File: src/rtl/lldma_pkg.sv
package lldma_pkg;
   localparam int unsigned LLD_WORDS   = 5;
   localparam int unsigned LLD_STEP    = 4;
   localparam int unsigned LLD_IX_SRC  = 0;
   localparam int unsigned LLD_IX_DST  = 1;
   localparam int unsigned LLD_IX_NEXT = 2;
   localparam int unsigned LLD_IX_CTLA = 3;
   localparam int unsigned LLD_IX_CTLB = 4;
   localparam int unsigned LLD_IXW     = $clog2(LLD_WORDS);

   typedef enum logic [2:0] {
      ST_IDLE  = 3'd0,
      ST_RREQ  = 3'd1,
      ST_RRSP  = 3'd2,
      ST_START = 3'd3,
      ST_WAIT  = 3'd4,
      ST_WB    = 3'd5
   } lld_state_e;
endpackage

File: src/rtl/lldma_desc_regs.sv
module lldma_desc_regs
   import lldma_pkg::*;
#(
   parameter int unsigned DW       = 32,
   parameter int unsigned BTW      = 16,
   parameter int unsigned DONE_POS = 31
) (
   input  logic                       clk,
   input  logic                       rst_n,
   input  logic                       ld_en,
   input  logic [LLD_IXW-1:0]         ld_idx,
   input  logic [DW-1:0]              ld_data,
   input  logic                       cnt_ld,
   input  logic [BTW-1:0]             cnt_in,
   output logic [LLD_WORDS-1:0][DW-1:0] words,
   output logic [DW-1:0]              wb_data
);
   logic [BTW-1:0] cnt_q;

   for (genvar g = 0; g < LLD_WORDS; g++) begin : g_word
      always_ff @(posedge clk or negedge rst_n) begin
         if (!rst_n) begin
            words[g] <= '0;
         end else if (ld_en && (ld_idx == LLD_IXW'(g))) begin
            words[g] <= ld_data;
         end
      end
   end

   always_ff @(posedge clk or negedge rst_n) begin
      if (!rst_n) begin
         cnt_q <= '0;
      end else if (cnt_ld) begin
         cnt_q <= cnt_in;
      end
   end

   always_comb begin
      wb_data           = words[LLD_IX_CTLA];
      wb_data[BTW-1:0]  = cnt_q;
      wb_data[DONE_POS] = 1'b1;
   end
endmodule

File: src/rtl/lldma_status.sv
module lldma_status (
   input  logic clk,
   input  logic rst_n,
   input  logic buf_evt,
   input  logic chain_evt,
   input  logic rd_clr,
   output logic flag_buf,
   output logic flag_chain
);
   always_ff @(posedge clk or negedge rst_n) begin
      if (!rst_n) begin
         flag_buf   <= 1'b0;
         flag_chain <= 1'b0;
      end else begin
         flag_buf   <= (flag_buf & ~rd_clr) | buf_evt;
         flag_chain <= (flag_chain & ~rd_clr) | chain_evt;
      end
   end
endmodule

File: src/rtl/lldma_ctrl.sv
module lldma_ctrl
   import lldma_pkg::*;
#(
   parameter int unsigned AW = 32
) (
   input  logic               clk,
   input  logic               rst_n,
   input  logic               ena_set,
   input  logic               ena_clr,
   input  logic               ptr_wr,
   input  logic [AW-1:0]      ptr_wdata,
   output logic               ch_en,
   output logic               busy,
   output logic               rd_req_valid,
   input  logic               rd_req_ready,
   output logic [AW-1:0]      rd_req_addr,
   input  logic               rd_rsp_valid,
   input  logic [AW-1:0]      rsp_ptr,
   output logic               ld_en,
   output logic [LLD_IXW-1:0] ld_idx,
   input  logic               stop_hint,
   output logic               wr_valid,
   input  logic               wr_ready,
   output logic [AW-1:0]      wr_addr,
   output logic               mv_start,
   input  logic               mv_done,
   output logic               buf_evt,
   output logic               chain_evt
);
   localparam logic [AW-1:0]      CTLA_OFS = AW'(LLD_IX_CTLA * LLD_STEP);
   localparam logic [LLD_IXW-1:0] IX_LAST  = LLD_IXW'(LLD_WORDS - 1);
   localparam logic [LLD_IXW-1:0] IX_NEXT  = LLD_IXW'(LLD_IX_NEXT);

   lld_state_e          state;
   logic [LLD_IXW-1:0]  idx;
   logic [AW-1:0]       base;
   logic [AW-1:0]       dscr;
   logic                en_q;
   logic                last_buf;

   assign last_buf     = (dscr == '0) | stop_hint;
   assign busy         = (state != ST_IDLE);
   assign rd_req_valid = (state == ST_RREQ);
   assign rd_req_addr  = base + AW'({idx, 2'b00});
   assign wr_valid     = (state == ST_WB);
   assign wr_addr      = base + CTLA_OFS;
   assign mv_start     = (state == ST_START);
   assign ld_en        = (state == ST_RRSP) && rd_rsp_valid;
   assign ld_idx       = idx;
   assign buf_evt      = (state == ST_WB) && wr_ready;
   assign chain_evt    = buf_evt && last_buf && en_q;
   assign ch_en        = en_q;

   always_ff @(posedge clk or negedge rst_n) begin
      if (!rst_n) begin
         en_q <= 1'b0;
      end else begin
         en_q <= (en_q | ena_set) & ~ena_clr & ~chain_evt;
      end
   end

   always_ff @(posedge clk or negedge rst_n) begin
      if (!rst_n) begin
         state <= ST_IDLE;
         idx   <= '0;
         base  <= '0;
         dscr  <= '0;
      end else begin
         case (state)
            ST_IDLE: begin
               if (ptr_wr) begin
                  dscr <= ptr_wdata;
               end
               if (en_q) begin
                  base  <= dscr;
                  idx   <= '0;
                  state <= ST_RREQ;
               end
            end
            ST_RREQ: begin
               if (rd_req_ready) begin
                  state <= ST_RRSP;
               end
            end
            ST_RRSP: begin
               if (rd_rsp_valid) begin
                  if (idx == IX_NEXT) begin
                     dscr <= rsp_ptr;
                  end
                  if (!en_q) begin
                     state <= ST_IDLE;
                  end else if (idx == IX_LAST) begin
                     state <= ST_START;
                  end else begin
                     idx   <= idx + 1'b1;
                     state <= ST_RREQ;
                  end
               end
            end
            ST_START: begin
               state <= ST_WAIT;
            end
            ST_WAIT: begin
               if (mv_done) begin
                  state <= en_q ? ST_WB : ST_IDLE;
               end
            end
            ST_WB: begin
               if (wr_ready) begin
                  if (last_buf || !en_q) begin
                     state <= ST_IDLE;
                  end else begin
                     base  <= dscr;
                     idx   <= '0;
                     state <= ST_RREQ;
                  end
               end
            end
            default: state <= ST_IDLE;
         endcase
      end
   end
endmodule

File: src/rtl/lldma_seq.sv
module lldma_seq
   import lldma_pkg::*;
#(
   parameter int unsigned AW       = 32,
   parameter int unsigned DW       = 32,
   parameter int unsigned BTW      = 16,
   parameter int unsigned DONE_POS = 31,
   parameter bit          USE_STOP = 1'b1,
   parameter int unsigned STOP_POS = 0
) (
   input  logic            clk,
   input  logic            rst_n,
   input  logic            ena_set,
   input  logic            ena_clr,
   input  logic            ptr_wr,
   input  logic [AW-1:0]   ptr_wdata,
   input  logic            stat_rd,
   output logic            ch_en,
   output logic            busy,
   output logic            stat_buf,
   output logic            stat_chain,
   output logic            irq_buf,
   output logic            irq_chain,
   output logic            rd_req_valid,
   input  logic            rd_req_ready,
   output logic [AW-1:0]   rd_req_addr,
   input  logic            rd_rsp_valid,
   input  logic [DW-1:0]   rd_rsp_data,
   output logic            wr_valid,
   input  logic            wr_ready,
   output logic [AW-1:0]   wr_addr,
   output logic [DW-1:0]   wr_data,
   output logic            mv_start,
   output logic [DW-1:0]   mv_src,
   output logic [DW-1:0]   mv_dst,
   output logic [BTW-1:0]  mv_len,
   output logic [DW-1:0]   mv_ctrlb,
   input  logic            mv_done,
   input  logic [BTW-1:0]  mv_count
);
   if (BTW == 0 || BTW > DONE_POS) begin : g_bad_btw
      initial $fatal(1, "lldma_seq: BTW must be 1..DONE_POS");
   end
   if (DONE_POS >= DW) begin : g_bad_done
      initial $fatal(1, "lldma_seq: DONE_POS outside the word");
   end
   if (DW < AW || AW <= LLD_IXW + 2) begin : g_bad_aw
      initial $fatal(1, "lldma_seq: AW must fit in DW and exceed the offset width");
   end
   if (STOP_POS >= DW) begin : g_bad_stop
      initial $fatal(1, "lldma_seq: STOP_POS outside the word");
   end

   logic [LLD_WORDS-1:0][DW-1:0] words;
   logic                         ld_en;
   logic [LLD_IXW-1:0]           ld_idx;
   logic                         stop_hint;
   logic                         buf_evt;
   logic                         chain_evt;

   if (USE_STOP) begin : g_stop
      assign stop_hint = words[LLD_IX_CTLB][STOP_POS];
   end else begin : g_nostop
      assign stop_hint = 1'b0;
   end

   lldma_ctrl #(.AW(AW)) u_ctrl (
      .clk          (clk),
      .rst_n        (rst_n),
      .ena_set      (ena_set),
      .ena_clr      (ena_clr),
      .ptr_wr       (ptr_wr),
      .ptr_wdata    (ptr_wdata),
      .ch_en        (ch_en),
      .busy         (busy),
      .rd_req_valid (rd_req_valid),
      .rd_req_ready (rd_req_ready),
      .rd_req_addr  (rd_req_addr),
      .rd_rsp_valid (rd_rsp_valid),
      .rsp_ptr      (rd_rsp_data[AW-1:0]),
      .ld_en        (ld_en),
      .ld_idx       (ld_idx),
      .stop_hint    (stop_hint),
      .wr_valid     (wr_valid),
      .wr_ready     (wr_ready),
      .wr_addr      (wr_addr),
      .mv_start     (mv_start),
      .mv_done      (mv_done),
      .buf_evt      (buf_evt),
      .chain_evt    (chain_evt)
   );

   lldma_desc_regs #(.DW(DW), .BTW(BTW), .DONE_POS(DONE_POS)) u_regs (
      .clk     (clk),
      .rst_n   (rst_n),
      .ld_en   (ld_en),
      .ld_idx  (ld_idx),
      .ld_data (rd_rsp_data),
      .cnt_ld  (mv_done),
      .cnt_in  (mv_count),
      .words   (words),
      .wb_data (wr_data)
   );

   lldma_status u_stat (
      .clk        (clk),
      .rst_n      (rst_n),
      .buf_evt    (buf_evt),
      .chain_evt  (chain_evt),
      .rd_clr     (stat_rd),
      .flag_buf   (stat_buf),
      .flag_chain (stat_chain)
   );

   assign irq_buf   = buf_evt;
   assign irq_chain = chain_evt;
   assign mv_src    = words[LLD_IX_SRC];
   assign mv_dst    = words[LLD_IX_DST];
   assign mv_len    = words[LLD_IX_CTLA][BTW-1:0];
   assign mv_ctrlb  = words[LLD_IX_CTLB];
endmodule

File: config.mk
export PLATFORM = sky130hd
export DESIGN_NAME = lldma_seq
export DESIGN_NICKNAME = d
export VERILOG_FILES = /design/src/rtl/lldma_pkg.sv /design/src/rtl/lldma_desc_regs.sv /design/src/rtl/lldma_status.sv /design/src/rtl/lldma_ctrl.sv /design/src/rtl/lldma_seq.sv
export SDC_FILE = /design/constraint.sdc
export NUM_CORES = 1
export LEC_CHECK = 0
export CAP_MARGIN = 10
export CELL_PAD_IN_SITES_DETAIL_PLACEMENT = 1
export CELL_PAD_IN_SITES_GLOBAL_PLACEMENT = 1
export CORE_UTILIZATION = 35
export CTS_BUF_LIST = sky130_fd_sc_hd__clkbuf_2
export CTS_CLUSTER_DIAMETER = 120
export DETAILED_ROUTE_END_ITERATION = 12
export DONT_BUFFER_PORTS = 1
export PLACE_DENSITY = 0.59
export RECOVER_POWER = 50
export SLEW_MARGIN = 20
export SYNTH_ARGS = -nofsm -noshare
export SYNTH_HDL_FRONTEND = slang
export SYNTH_SLANG_ARGS = --single-unit
File: constraint.sdc
create_clock -name clk -period 5.5 [get_ports clk]
set_input_delay 1.1 -clock clk [delete_from_list [all_inputs] [get_ports clk]]
set_output_delay 1.1 -clock clk [all_outputs]
set_load 0.05 [all_outputs]
==> impl_metrics.tcl, run 1 <==
set metrics [dict create \
    synth_mux_area_share_pct 17.6 \
    grt_pass1_vias 7449 \
    clock-sinks 216 \
    synth_top_family_by_area "multiplexers" \
    synth_simple_gate_area_share_pct 12.3 \
    syn_avg_cell_area_sq_um 11.5 \
    grt_util_all_layers_pct 19.8 \
    rsz0062_at_grt "false" \
    worstPathMaxFanout 11 \
    synthesis.instances 902 \
    routed_wl_um 29700 \
    drt_iter0_drc 283 \
    drtAntennaViolNets 0 \
    violations "hold timing, capacitance limit, slew limit" \
    cts_root_buffer "clkbuf_2" \
    dpl.hpwl_um 21000 \
    io_buffers 0 \
    fmax_mhz 210 \
    die_w_um 174 \
    grt_max_degree 217 \
    outcome "finished with violations" \
    crit_chain "nand4_1 > a2111oi_4 > nand2_1 > xnor2_1" \
    setup_tns_ns 0 \
    async_reset_ff_share_pct 100 \
    synth_fp_nets 1002 \
    drc 0 \
    clock_latency_ns 0.81 \
    cts_tree "yes" \
    place_congestion 0.838 \
    clkTransAtPathRegs_ns 0.10 \
    viasPerCell 5.21 \
    power.leakage_nw 4.93 \
    worstMarginPinSlew_ns 1.81 \
    skew_ns 0.0507 \
    yosysWarnings 0 \
    critPathBufInv 0 \
    worst_ep_required_time_ns 4.40 \
    synth.area.top_cells "dfrtp_1 52%, mux2_2 8.9%, mux2_4 8.7%" \
    synth_seq_area_share_pct 52.1 \
    cts_resized 0 \
    arrival_ns 3.67 \
    finalHoldViolations 17 \
    nets 1007 \
    die_height_um 174 \
    grt_overflow_total 0 \
    io-pin-count 307 \
    powerDensity_mw_per_mm2 636 \
    cpPeakStageDelay_ns 0.87 \
    synth_adder_area_share_pct 1.28 \
    relSlewSlack_pct -20.9 \
    antenna_found_initial 1 \
    synth_top_cell_area_share_pct 52.1 \
    cts_setup_buffers 0 \
    syn2layout_area_growth_pct 4.54 \
    synthXorXnorAreaFrac_pct 4.56 \
    synth-seq-cells 216 \
    worstSetupPathType "reg -> out" \
    hold_slack_ns -0.0138 \
    die_area_sq_mm 0.0303 \
    vdd_drop_max_uv 228 \
    synth_compound_area_share_pct 8.12 \
    rows 62 \
    core_area_sq_mm 0.0289 \
    drive_gt1_share_pct 20.5 \
    h-tree-depth 2 \
    min_period_ns 4.77 \
    report.final.slew_viol_count 100 \
    start_util_pct 35.8 \
    setup_viol 0 \
    finalNonFillerCells 1328 \
    grt_pass1_wl_um 46400 \
    netlist_area_sq_mm 0.0104 \
    synth_flop_cell "dfrtp_1" \
    critPathCaptureType "output port" \
    start_kind "flop" \
    synth_top_cell_by_area "dfrtp_1" \
    drv_cap 3 \
    yosysMostFrequentCell "dfrtp_1" \
    cts_buffer_depth 3 \
    cp_slowest_cell "xnor2_1" \
    placed_cells 1232 \
    wire_per_inst_um 22.4 \
    cpLargestDelayFamily "XOR/XNOR gates" \
    hold_class "in -> async" \
    synth_cell_types 55 \
    synth_edf_count 0 \
    synthTopCellsByCount "216 x dfrtp_1, 126 x nand2_1, 82 x mux2_2" \
    period_share_pct 86.8 \
    vias 6925 \
    dr.pass1.iters 4 \
    cts_buffers 57 \
]
==> report_power, final <==
part           switching [W]  internal (W)  total [W]
clock network       0.000654      0.000380    0.00103
logic                0.00159      0.000601    0.00219
registers            0.00160       0.00206    0.00367
total                0.00385       0.00305    0.00690
==> final timing paths <==
| check | start | end | slack [ns] | cells after the start |
|---|---|---|---|---|
| setup / recovery | u_ctrl.base[5] | rd_req_addr[25] | 0.73 | 4 |
| hold / removal | rst_n | u_regs.words[132] | -0.01 | 0 |
| setup reg to reg | u_ctrl.state[1] | u_regs.words[58] | 1.99 | 4 |
| hold reg to reg | u_ctrl.dscr[19] | u_ctrl.dscr[19] | 0.59 | 2 |
| max in group asynchronous | rst_n | u_ctrl.base[4] | 5.06 | 0 |
| min in group clk | stat_rd | u_stat.flag_buf | 0.40 | 1 |
==> cells by family after synthesis <==
kind of cell	Yosys count
muxes	142
other	1
adders and majority gates	10
AOI/OAI and AO/OA	130
xor gates and xnor gates	54
DFF	216
and+or+nand+nor	267
buffers and inverters	82
==> worst register-to-register path, stage by stage, from the launching register on <==
cell     delay, ns
dfrtp_1       0.59
nor3b_1       0.70
and3_1        0.28
nand2_1       1.03
mux2_1        0.75
==> layer usage <==
metal	vias to the layer above	part of all wire, %	global-route usage, %
met5	-	0	0
met4	0	1.6	5.48
met3	42	7.4	6.26
met2	223	47	31.0
met1	3478	44	26.4
li1	3182	-	-
==> cell type report <==
cell class,count,area (sq um)
diodes,2,5.00
clock buffers,78,390
clock inverters,16,67.6
fillers,3197,18100
inverters,15,56.3
multi-input cells,604,4340
flip-flops and latches,216,5410
well taps,384,480
repair buffers,13,93.8
==> cell usage in the layout (no fill, tap or decap), types with 5 or more instances in the layout <==
cell type,n
dfrtp_1,216
nand2_1,128
mux2_2,82
clkbuf_2,78
mux2_1,59
nor2_1,56
o21ai_0,40
xnor2_1,36
o211ai_1,33
a31oi_1,32
nand3_1,26
xor2_1,16
inv_1,15
clkinv_1,12
buf_4,12
nor3_1,11
nor4_1,10
ha_1,9
nand4_1,7
and4_1,5
a21oi_1,5
==> through the flow <==
stage                     hold WS (ns)  area (sq um)  power [W]  worst slack (ns)  utilization, %
after global placement           0.565         10600    0.00603              1.58            36.7
after global routing            -0.134         10800    0.00728             0.457            37.5
after CTS                       -0.135         11100    0.00715             0.594            38.3
after detailed placement         0.577         10600    0.00608              1.53            36.7
final                          -0.0138         10800    0.00690             0.728            37.5
after floorplan                  0.510         10400    0.00558              1.97               -
==> state kept, by name, summed over array words and instances, names as in the netlist <==
name	flops
u_stat.flag_chain	1
u_regs.words	112
u_ctrl.ch_en	1
u_regs.cnt_q	16
u_ctrl.base	32
u_regs.wb_data	15
u_ctrl.ld_idx	3
u_stat.flag_buf	1
u_ctrl.state	3
u_ctrl.dscr	32
Power figures use the tool's default switching activity.
==> inputs of run 2 (changes only) <==
--- a/config.mk
+++ b/config.mk
@@ -8,9 +8,11 @@
 export CAP_MARGIN = 10
 export CELL_PAD_IN_SITES_DETAIL_PLACEMENT = 1
 export CELL_PAD_IN_SITES_GLOBAL_PLACEMENT = 1
+export CORE_ASPECT_RATIO = 0.7
 export CORE_UTILIZATION = 35
 export CTS_BUF_LIST = sky130_fd_sc_hd__clkbuf_2
 export CTS_CLUSTER_DIAMETER = 120
+export CTS_CLUSTER_SIZE = 8
 export DETAILED_ROUTE_END_ITERATION = 12
 export DONT_BUFFER_PORTS = 1
 export PLACE_DENSITY = 0.59
==> run 2 against run 1 <==
Against the previous run: the flow still finishes with violations (hold timing, capacitance limit, slew limit); maximum frequency decreased by 2.0%; power down 2.5%; global-route usage grew 0.22 points; combinational power increased by 5%; routed wire length grew 2.3%; critical path depth stayed put; utilization shrank 0.59 points; register-to-register slack worse by 1.2 ns; via count shrank 0.22%; flip-flop and latch count unchanged; non-clock buffer count grew 6; clock skew is 0.0064 ns lower.
==> impl_metrics.tcl, run 2 (same netlist as run 1, synthesis figures left out) <==
set metrics [dict create \
    syn2layout_area_growth_pct 3.20 \
    grt_overflow_total 0 \
    place_congestion 0.812 \
    final.fill_count 3221 \
    min_period_ns 4.87 \
    setup.worst_path.start "u_ctrl.base[5]" \
    register_area_sq_mm 0.00541 \
    critPathCaptureType "output port" \
    drtAntennaViolNets 0 \
    r2r_setup_slack_ns 0.83 \
    final_cell_mix "216 x dfrtp_1, 128 x nand2_1, 82 x mux2_2" \
    grt_util_all_layers_pct 20.0 \
    worstPathMaxFanout 11 \
    critPathCapture "wr_addr[27]" \
    violations "hold timing, capacitance limit, slew limit" \
    finalHoldViolations 105 \
    clkTransAtPathRegs_ns 0.20 \
    rr_worst_depth 5 \
    rows 52 \
    drc 0 \
    viasPerCell 5.46 \
    setup_tns_ns 0 \
    die_w_um 208 \
    core_area_sq_mm 0.0290 \
    r2r_start "u_ctrl.state[0]" \
    dpl.hpwl_um 21500 \
    worst_ep_required_time_ns 4.40 \
    power.leakage_nw 4.85 \
    start_util_pct 35.7 \
    grt_pass1_vias 7352 \
    multi_input_area_sq_mm 0.00444 \
    relSlewSlack_pct -56.3 \
    drive_gt1_share_pct 19.8 \
    grt_pass1_wl_um 47300 \
    worstSetupPathType "reg -> out" \
    period_share_pct 88.6 \
    worstMarginPinSlew_ns 2.34 \
    regMostFlops "u_regs.words" \
    dr.pass1.iters 4 \
    placed_cells 1232 \
    drt_iter0_drc 296 \
    rr_endpoint "u_regs.words[5]" \
    die_area_sq_mm 0.0303 \
    io-pin-count 307 \
    cts_tree "yes" \
    cts_setup_buffers 0 \
    largest_register_ffs 112 \
    cts_buffers 30 \
    final_cell_area_sq_mm 0.0107 \
    drv_cap 4 \
    h-tree-depth 1 \
    fmax_mhz 205 \
    hold_slack_ns -0.132 \
    final_common_cell "dfrtp_1" \
    wire_per_inst_um 24.0 \
    io_buffers 0 \
    vdd_drop_max_uv 235 \
    arrival_ns 3.77 \
    hold_class "in -> async" \
    finalNonFillerCells 1266 \
    die_height_um 146 \
    clock_latency_ns 0.90 \
    routed_wl_um 30400 \
    skew_ns 0.0443 \
    top_regs "u_regs.words (112), u_ctrl.base (32), u_ctrl.dscr (32)" \
    start_kind "flop" \
    powerDensity_mw_per_mm2 628 \
    grt_max_degree 217 \
    nets 986 \
    antenna_found_initial 4 \
    vias 6910 \
    rsz0062_at_grt "false" \
    outcome "finished with violations" \
    clock-sinks 216 \
    report.final.slew_viol_count 137 \
    setup_viol 0 \
    cts_root_buffer "clkbuf_2" \
    cts_buffer_depth 3 \
    dpl_cell_area_sq_mm 0.0107 \
]
[run 2: cell count changes in the layout (fill, tap and decap cells not counted), moves of 3 or more]
cell / change
clkbuf_2: -48
mux2_1: -26
mux2_4: +26
clkinv_1: -12
buf_4: +6
clkinv_2: -3
[run 2: critical path: stages, from the launching register on]
cell and delay [ns]:
dfrtp_1 0.54, nand4_1 0.54, nor4_4 0.73, nand4_1 0.19, xnor2_1 0.90
[run 2: worst min path at each step]
stage | from | to | cells after the start
after floorplan | u_ctrl.dscr[5] | u_ctrl.base[5] | 2
after global placement | u_ctrl.dscr[16] | u_ctrl.base[16] | 2
after detailed placement | u_ctrl.dscr[16] | u_ctrl.base[16] | 2
after CTS | rst_n | u_ctrl.ch_en | 0
after global routing | rst_n | u_ctrl.ch_en | 0
final | rst_n | u_ctrl.ch_en | 0
[run 2: power by group]
group          internal [W]  switching (W)
Combinational      0.000710        0.00159
Clock              0.000191       0.000548
Sequential          0.00206        0.00162
[run 2: per-stage QoR]
stage / setup WS, ns / power (W) / utilization [%]
after floorplan: 1.97 / 0.00558 / -
after detailed placement: 1.56 / 0.00613 / 36.7
after global routing: 0.323 / 0.00708 / 36.9
after global placement: 1.68 / 0.00609 / 36.7
final: 0.628 / 0.00672 / 36.9
after CTS: 0.478 / 0.00689 / 37.4
[run 2: per-layer routing]
metal	GRT usage (%)	vias up	part of all wire, %
met4	3.63	0	1.2
met1	27.5	3569	46
met3	6.43	34	7.6
li1	-	3101	-
met2	31.2	206	45
met5	0	-	0
[run 2: what timing repair did]
action                     CTS  global route
hold endpoints to repair   216           216
setup endpoints to repair    0             0
gates resized for setup      0             0
[run 2: layout make-up]
cell class	instances	share of cell area, %
Antenna cell	3	0.0701
Clock buffer	30	1.40
Clock inverter	1	0.281
Inverter	15	0.526
Multi-Input combinational cell	604	41.5
Sequential cell	216	50.5
Tap cell	378	4.42
Timing Repair Buffer	19	1.30
